File: config.mk
export PLATFORM = sky130hd
export DESIGN_NAME = tmr_bank
export DESIGN_NICKNAME = d
export VERILOG_FILES = /design/src/rtl/tmr_pkg.sv /design/src/rtl/tmr_decode.sv /design/src/rtl/tmr_prescale.sv /design/src/rtl/tmr_channel.sv /design/src/rtl/tmr_bank.sv
export SDC_FILE = /design/constraint.sdc
export NUM_CORES = 1
export LEC_CHECK = 0
export ABC_AREA = 0
export BUFFER_PORTS_ARGS = -buffer_cell sky130_fd_sc_hd__clkbuf_2
export CAP_MARGIN = 0
export CORE_UTILIZATION = 55
export DETAILED_ROUTE_END_ITERATION = 8
export PLACE_DENSITY = 0.75
export REMOVE_ABC_BUFFERS = 1
export SYNTH_ARGS = -nofsm -noshare
export SYNTH_HDL_FRONTEND = slang
export SYNTH_HIERARCHICAL = 1
export SYNTH_SLANG_ARGS = --single-unit
File: constraint.sdc
create_clock -name clk -period 3.85 [get_ports clk]
set_input_delay 0.9625 -clock clk [delete_from_list [all_inputs] [get_ports clk]]
set_output_delay 0.9625 -clock clk [all_outputs]
set_load 0.02 [all_outputs]
File: src/rtl/tmr_pkg.sv
package tmr_pkg;

    localparam int DW        = 32;
    localparam int WIN_SHIFT = 5;
    localparam int PRE_W     = 8;
    localparam int LOW_W     = 16;

    typedef enum logic [2:0] {
        REG_LOAD  = 3'd0,
        REG_VALUE = 3'd1,
        REG_CTRL  = 3'd2,
        REG_ICLR  = 3'd3,
        REG_RAW   = 3'd4,
        REG_MSK   = 3'd5,
        REG_BGLD  = 3'd6,
        REG_NONE  = 3'd7
    } reg_sel_e;

    typedef enum logic [1:0] {
        PRE_DIV1   = 2'b00,
        PRE_DIV16  = 2'b01,
        PRE_DIV256 = 2'b10,
        PRE_RSVD   = 2'b11
    } pre_e;

    // field order matches the control word bit positions
    typedef struct packed {
        logic fast;
        logic rsv8;
        logic en;
        logic periodic;
        logic ie;
        logic rsv4;
        pre_e pre;
        logic wide;
        logic oneshot;
    } ctrl_t;

    localparam int CTRL_W = $bits(ctrl_t);

    localparam ctrl_t CTRL_RST = '{fast: 1'b0, rsv8: 1'b0, en: 1'b0,
                                   periodic: 1'b0, ie: 1'b1, rsv4: 1'b0,
                                   pre: PRE_DIV1, wide: 1'b0, oneshot: 1'b0};

    typedef struct packed {
        logic          wr_load;
        logic          wr_ctrl;
        logic          wr_iclr;
        logic          wr_bgld;
        logic [DW-1:0] data;
    } chan_wr_t;

    function automatic ctrl_t ctrl_from_word(input logic [DW-1:0] w);
        ctrl_t c;
        c      = ctrl_t'(w[CTRL_W-1:0]);
        c.rsv8 = 1'b0;
        c.rsv4 = 1'b0;
        return c;
    endfunction

    function automatic logic [DW-1:0] ctrl_to_word(input ctrl_t c);
        return {{(DW-CTRL_W){1'b0}}, c};
    endfunction

    function automatic logic [DW-1:0] width_mask(input logic wide);
        return wide ? {DW{1'b1}} : {{(DW-LOW_W){1'b0}}, {LOW_W{1'b1}}};
    endfunction

    function automatic reg_sel_e sel_from_offset(input logic [2:0] word);
        case (word)
            3'd0:    return REG_LOAD;
            3'd1:    return REG_VALUE;
            3'd2:    return REG_CTRL;
            3'd3:    return REG_ICLR;
            3'd4:    return REG_RAW;
            3'd5:    return REG_MSK;
            3'd6:    return REG_BGLD;
            default: return REG_NONE;
        endcase
    endfunction

    function automatic logic tick_due(input pre_e p, input logic [PRE_W-1:0] cnt);
        case (p)
            PRE_DIV16:  return &cnt[3:0];
            PRE_DIV256: return &cnt;
            default:    return 1'b1;
        endcase
    endfunction

endpackage

File: src/rtl/tmr_decode.sv
module tmr_decode
    import tmr_pkg::*;
#(
    parameter int NCH    = 4,
    parameter int ADDR_W = 7,
    localparam int IDX_W = ADDR_W - WIN_SHIFT
) (
    input  logic                 wr,
    input  logic [ADDR_W-1:0]    addr,
    input  logic [DW-1:0]        wdata,
    output chan_wr_t [NCH-1:0]   wr_v,
    output reg_sel_e             sel,
    output logic [IDX_W-1:0]     idx,
    output logic                 hit
);

    assign idx = addr[ADDR_W-1:WIN_SHIFT];
    assign hit = (int'(idx) < NCH);
    assign sel = sel_from_offset(addr[WIN_SHIFT-1:2]);

    for (genvar g = 0; g < NCH; g++) begin : g_wr
        logic mine;
        assign mine            = wr && hit && (idx == IDX_W'(g));
        assign wr_v[g].wr_load = mine && (sel == REG_LOAD);
        assign wr_v[g].wr_ctrl = mine && (sel == REG_CTRL);
        assign wr_v[g].wr_iclr = mine && (sel == REG_ICLR);
        assign wr_v[g].wr_bgld = mine && (sel == REG_BGLD);
        assign wr_v[g].data    = wdata;
    end

endmodule

File: src/rtl/tmr_prescale.sv
module tmr_prescale
    import tmr_pkg::*;
(
    input  logic clk,
    input  logic rst,
    input  logic clear,
    input  logic src_tick,
    input  pre_e pre,
    output logic tick_out
);

    logic [PRE_W-1:0] pcnt;

    always_ff @(posedge clk) begin
        if (rst || clear) begin
            pcnt <= '0;
        end else if (src_tick) begin
            pcnt <= pcnt + 1'b1;
        end
    end

    assign tick_out = src_tick && tick_due(pre, pcnt);

endmodule

File: src/rtl/tmr_channel.sv
module tmr_channel
    import tmr_pkg::*;
(
    input  logic          clk,
    input  logic          rst,
    input  chan_wr_t      wr,
    input  logic          slow_tick,
    input  logic          fast_tick,
    input  reg_sel_e      rsel,
    output logic [DW-1:0] rdata,
    output logic          irq,
    output logic          raw_o,
    output logic          ie_o,
    output logic          en_o,
    output logic          oneshot_o,
    output logic          zero_evt,
    output logic [DW-1:0] cnt_vis
);

    ctrl_t         ctrl_q;
    logic [DW-1:0] cnt_q;
    logic [DW-1:0] rld_q;
    logic          raw_q;

    logic          src_sel;
    logic          tick;
    logic [DW-1:0] mask;
    logic [DW-1:0] cnt_m;
    logic          at_zero;
    logic          step;
    logic [DW-1:0] cnt_nxt;

    assign src_sel = ctrl_q.fast ? fast_tick : slow_tick;

    tmr_prescale u_pre (
        .clk      (clk),
        .rst      (rst),
        .clear    (!ctrl_q.en || wr.wr_ctrl),
        .src_tick (src_sel && ctrl_q.en),
        .pre      (ctrl_q.pre),
        .tick_out (tick)
    );

    assign mask     = width_mask(ctrl_q.wide);
    assign cnt_m    = cnt_q & mask;
    assign at_zero  = (cnt_m == '0);
    assign step     = tick && !(ctrl_q.oneshot && at_zero);
    assign zero_evt = step && (cnt_m == DW'(1));

    always_comb begin
        if (at_zero && ctrl_q.periodic && !ctrl_q.oneshot) begin
            cnt_nxt = rld_q & mask;
        end else begin
            cnt_nxt = (cnt_m - 1'b1) & mask;
        end
    end

    always_ff @(posedge clk) begin
        if (rst) begin
            ctrl_q <= CTRL_RST;
            cnt_q  <= '1;
            rld_q  <= '1;
        end else begin
            if (wr.wr_ctrl) begin
                ctrl_q <= ctrl_from_word(wr.data);
            end
            if (wr.wr_load) begin
                cnt_q <= wr.data;
                rld_q <= wr.data;
            end else begin
                if (wr.wr_bgld) begin
                    rld_q <= wr.data;
                end
                if (step) begin
                    cnt_q <= cnt_nxt;
                end
            end
        end
    end

    always_ff @(posedge clk) begin
        if (rst) begin
            raw_q <= 1'b0;
        end else if (zero_evt) begin
            raw_q <= 1'b1;
        end else if (wr.wr_iclr) begin
            raw_q <= 1'b0;
        end
    end

    always_comb begin
        case (rsel)
            REG_LOAD:  rdata = rld_q;
            REG_VALUE: rdata = cnt_m;
            REG_CTRL:  rdata = ctrl_to_word(ctrl_q);
            REG_RAW:   rdata = {{(DW-1){1'b0}}, raw_q};
            REG_MSK:   rdata = {{(DW-1){1'b0}}, raw_q && ctrl_q.ie};
            REG_BGLD:  rdata = rld_q;
            default:   rdata = '0;
        endcase
    end

    assign irq       = raw_q && ctrl_q.ie;
    assign raw_o     = raw_q;
    assign ie_o      = ctrl_q.ie;
    assign en_o      = ctrl_q.en;
    assign oneshot_o = ctrl_q.oneshot;
    assign cnt_vis   = cnt_m;

endmodule

File: src/rtl/tmr_bank.sv
module tmr_bank
    import tmr_pkg::*;
#(
    parameter int NCH    = 4,
    parameter int ADDR_W = 7
) (
    input  logic              clk,
    input  logic              rst,
    input  logic              bus_wr,
    input  logic [ADDR_W-1:0] bus_addr,
    input  logic [DW-1:0]     bus_wdata,
    output logic [DW-1:0]     bus_rdata,
    input  logic              slow_tick,
    input  logic              fast_tick,
    output logic [NCH-1:0]    irq
);

    localparam int IDX_W = ADDR_W - WIN_SHIFT;

    chan_wr_t [NCH-1:0]          wr_v;
    reg_sel_e                    sel;
    logic [IDX_W-1:0]            idx;
    logic                        hit;
    logic [NCH-1:0][DW-1:0]      ch_rd;
    logic [NCH-1:0][DW-1:0]      cnt_v;
    logic [NCH-1:0]              raw_v;
    logic [NCH-1:0]              ie_v;
    logic [NCH-1:0]              en_v;
    logic [NCH-1:0]              os_v;
    logic [NCH-1:0]              evt_v;

    tmr_decode #(.NCH(NCH), .ADDR_W(ADDR_W)) u_dec (
        .wr    (bus_wr),
        .addr  (bus_addr),
        .wdata (bus_wdata),
        .wr_v  (wr_v),
        .sel   (sel),
        .idx   (idx),
        .hit   (hit)
    );

    for (genvar g = 0; g < NCH; g++) begin : g_ch
        tmr_channel u_ch (
            .clk       (clk),
            .rst       (rst),
            .wr        (wr_v[g]),
            .slow_tick (slow_tick),
            .fast_tick (fast_tick),
            .rsel      (sel),
            .rdata     (ch_rd[g]),
            .irq       (irq[g]),
            .raw_o     (raw_v[g]),
            .ie_o      (ie_v[g]),
            .en_o      (en_v[g]),
            .oneshot_o (os_v[g]),
            .zero_evt  (evt_v[g]),
            .cnt_vis   (cnt_v[g])
        );
    end

    always_comb begin
        bus_rdata = '0;
        for (int i = 0; i < NCH; i++) begin
            if (hit && (idx == IDX_W'(i))) begin
                bus_rdata = ch_rd[i];
            end
        end
    end

endmodule

==> results.md <==
- Placed cells: 3246
- Worst Setup Start Kind: input pin
- Critical Path Sink Type: output port
- Via count: 22.5k
- # setup viols final: 0
- Sequential power share: 43.0%
- H-tree depth: 2
- Required time of the critical path: 2.89 ns
- Syn avg cell area: 7.54 um2
- # IOs: 80
- Sw Share: 27.2%
- Drt first-iter violations: 2505
- Vias in the first global route: 20.7k
- Setup TNS: 0 ns
- Die Width: 201 um
- Port Buf Inserts: 77
- Final Routed Wirelength: 77.0 mm
- Crit-path slowest cell: nor3b_4
- Layout Nets: 2833
- Pwr Density: 348 nW/um2
- IR drop worst, VDD: 0.000307 V
- Worst path top cell family by delay: buffers and inverters
- Sum of buffers and inverters on the critical path: 5
- Area of the core: 38800 um2
- CTS Sinks: 324
- Vias per inst: 6.78
- Initial antenna violation count: 2
- DIE AREA: 40400 um2
- Clock root cell: clkbuf_16
- Worst reg-to-reg path cell count: 6
- Slew Limit Headroom: 8.16%
- Largest net degree at the start of global routing: 59
- Syn Inst Count: 2887
- Crit-path max FO: 23
- RSZ-0062 raised after global routing: true
- GRT Residual Overflow: 0
- Kind of critical path: input pin to output port
- P_int: 0.00589 W
- Clock share of power: 45.9%
- LEAKAGE: 9.26 nW
- Final period util: 99.5%
- Worst-path clk slew: 0.06 ns
- Worst Skew: 0.0289 ns
- # Max-Cap Violations: 0
- Rows: 72
- First-pass GRT wire length: 118 mm
- Crit path cell chain: clkbuf_2 -> buf_4 -> nor3b_4 -> buf_12 -> buf_4 -> a22o_1 -> mux2i_1 -> o22ai_1 -> clkbuf_2
- Net Switching: 0.00220 W
- Final Hold Vio Count: 0
- Total Routing Usage GR: 37.0%
- Slew at the pin closest to its max-slew limit: 1.37 ns
- Wire per inst: 23.2 um
- Outcome: completed
- Initial Util: 56.1%
- Post-CTS Hold Buffers: 0
- CTS tree: yes
- Dpl hpwl: 54.3 mm
- Fmax: 261 MHz
- Antenna-violating nets left: 0
- Clock buffer depth: 3
- Die height: 201 um
- Layout cell share with drive strength beyond 1: 11.3%
- Hold Crit Depth: 2
- Placer Congestion: 0.966
- Layout area overhead: 6.65%
- Crit-path max cell delay: 0.27 ns
- Comb pwr share: 11.1%
- Non-filler instance count after layout: 3315
- Worst EP arrival: 2.87 ns
- Ys Warns: 6
- First-pass iteration count of the detailed router: 6
- Final Critical Period: 3.83 ns
- Min-delay worst type: flip-flop to flip-flop
- Mapped cell area: 21800 um2
- Post-route DRC violation count: 0
- Number of CTS-inserted buffers: 39
- CP Depth: 9
- Worst-Skew Late Latency: 0.58 ns
- Final Slew Violations: 0
worst min-delay path, cell delays in order (launching register included):
cell and delay [ns]:
dfxtp_1 0.32, nand2_1 0.06, a21oi_1 0.06
worst paths after layout:
path | slack, ns | from | to
setup reg to reg | 0.40 | g_ch[3].u_ch/cnt_q[8]$_SDFFE_PP1P_ | g_ch[3].u_ch/cnt_q[28]$_SDFFE_PP1P_
hold / removal | 0.48 | g_ch[2].u_ch/rld_q[15]$_SDFFE_PP1P_ | g_ch[2].u_ch/cnt_q[15]$_SDFFE_PP1P_
setup / recovery | 0.02 | bus_addr[4] | bus_rdata[25]
hold reg to reg | 0.48 | g_ch[2].u_ch/rld_q[15]$_SDFFE_PP1P_ | g_ch[2].u_ch/cnt_q[15]$_SDFFE_PP1P_
cell usage in the layout (no fill, tap or decap), types with 34 or more instances in the layout:
cell and count:
buf_4 103, and2_1 50, clkbuf_16 39, dfxtp_1 323
xor2_1 40, a22oi_1 42, nand2_1 347, nor2_1 200
xnor2_1 43, o21ai_0 270, nand3_1 170, nand4_1 36
inv_1 84, clkbuf_2 75, a22o_1 86, a31oi_1 34
mux2i_1 108, o22ai_1 34, a21oi_1 148, a221oi_1 60
flip-flops by register name (all words and copies together), names as in the netlist:
register and count:
g_ch.u_ch/cnt_q 128, g_ch.u_ch/rld_q 128, g_ch.u_ch/u_pre/pcnt 32, g_ch.u_ch/ctrl_q 20, g_ch.u_ch/en_o 4, g_ch.u_ch/ie_o 4, g_ch.u_ch/oneshot_o 4, g_ch.u_ch/raw_o 4
stage by stage:
step	instance area (um2)	util [%]	hold WS [ns]	setup slack (ns)	power, W
after floorplan	19800	-	0.448	-3.86	0.00397
after global placement	21900	56.5	0.462	0.0169	0.00439
after detailed placement	21900	56.5	0.471	0.0327	0.00441
after CTS	23200	59.7	0.479	0.0286	0.00808
after global routing	23200	59.8	0.508	-0.00410	0.00830
final	23200	59.8	0.479	0.0192	0.00809
what timing repair did:
action | CTS | global route
endpoints found under the hold margin | 0 | 0
resized for setup | 0 | 8
buffers inserted | 0 | 0
endpoints found under the setup margin | 0 | 15
power by group through the flow:
stage / Combinational [W] / Sequential, W / Clock, W
global placement: 0.000846 / 0.00354 / 0
detailed placement: 0.000861 / 0.00355 / 0
finish: 0.000895 / 0.00348 / 0.00371
global route: 0.000938 / 0.00348 / 0.00388
CTS: 0.000864 / 0.00347 / 0.00374
floorplan: 0.000443 / 0.00353 / 0
per-layer routing:
layer	share of wire (%)	GRT usage [%]	vias up
met5	0.018	0	-
met1	42	50.9	10700
li1	-	-	10200
met3	10	6.35	268
met4	6.0	21.8	2
met2	42	54.2	1373
final cells by class:
class,instances,area [um2]
Sequential cell,324,6490
Antenna cell,1,2.50
Multi-Input combinational cell,2127,13100
Timing Repair Buffer,191,1410
Clock inverter,13,143
Clock buffer,55,1120
Inverter,86,323
Tap cell,518,648
Fill cell,3637,15600
No activity file was read; power rests on OpenSTA's default activity.
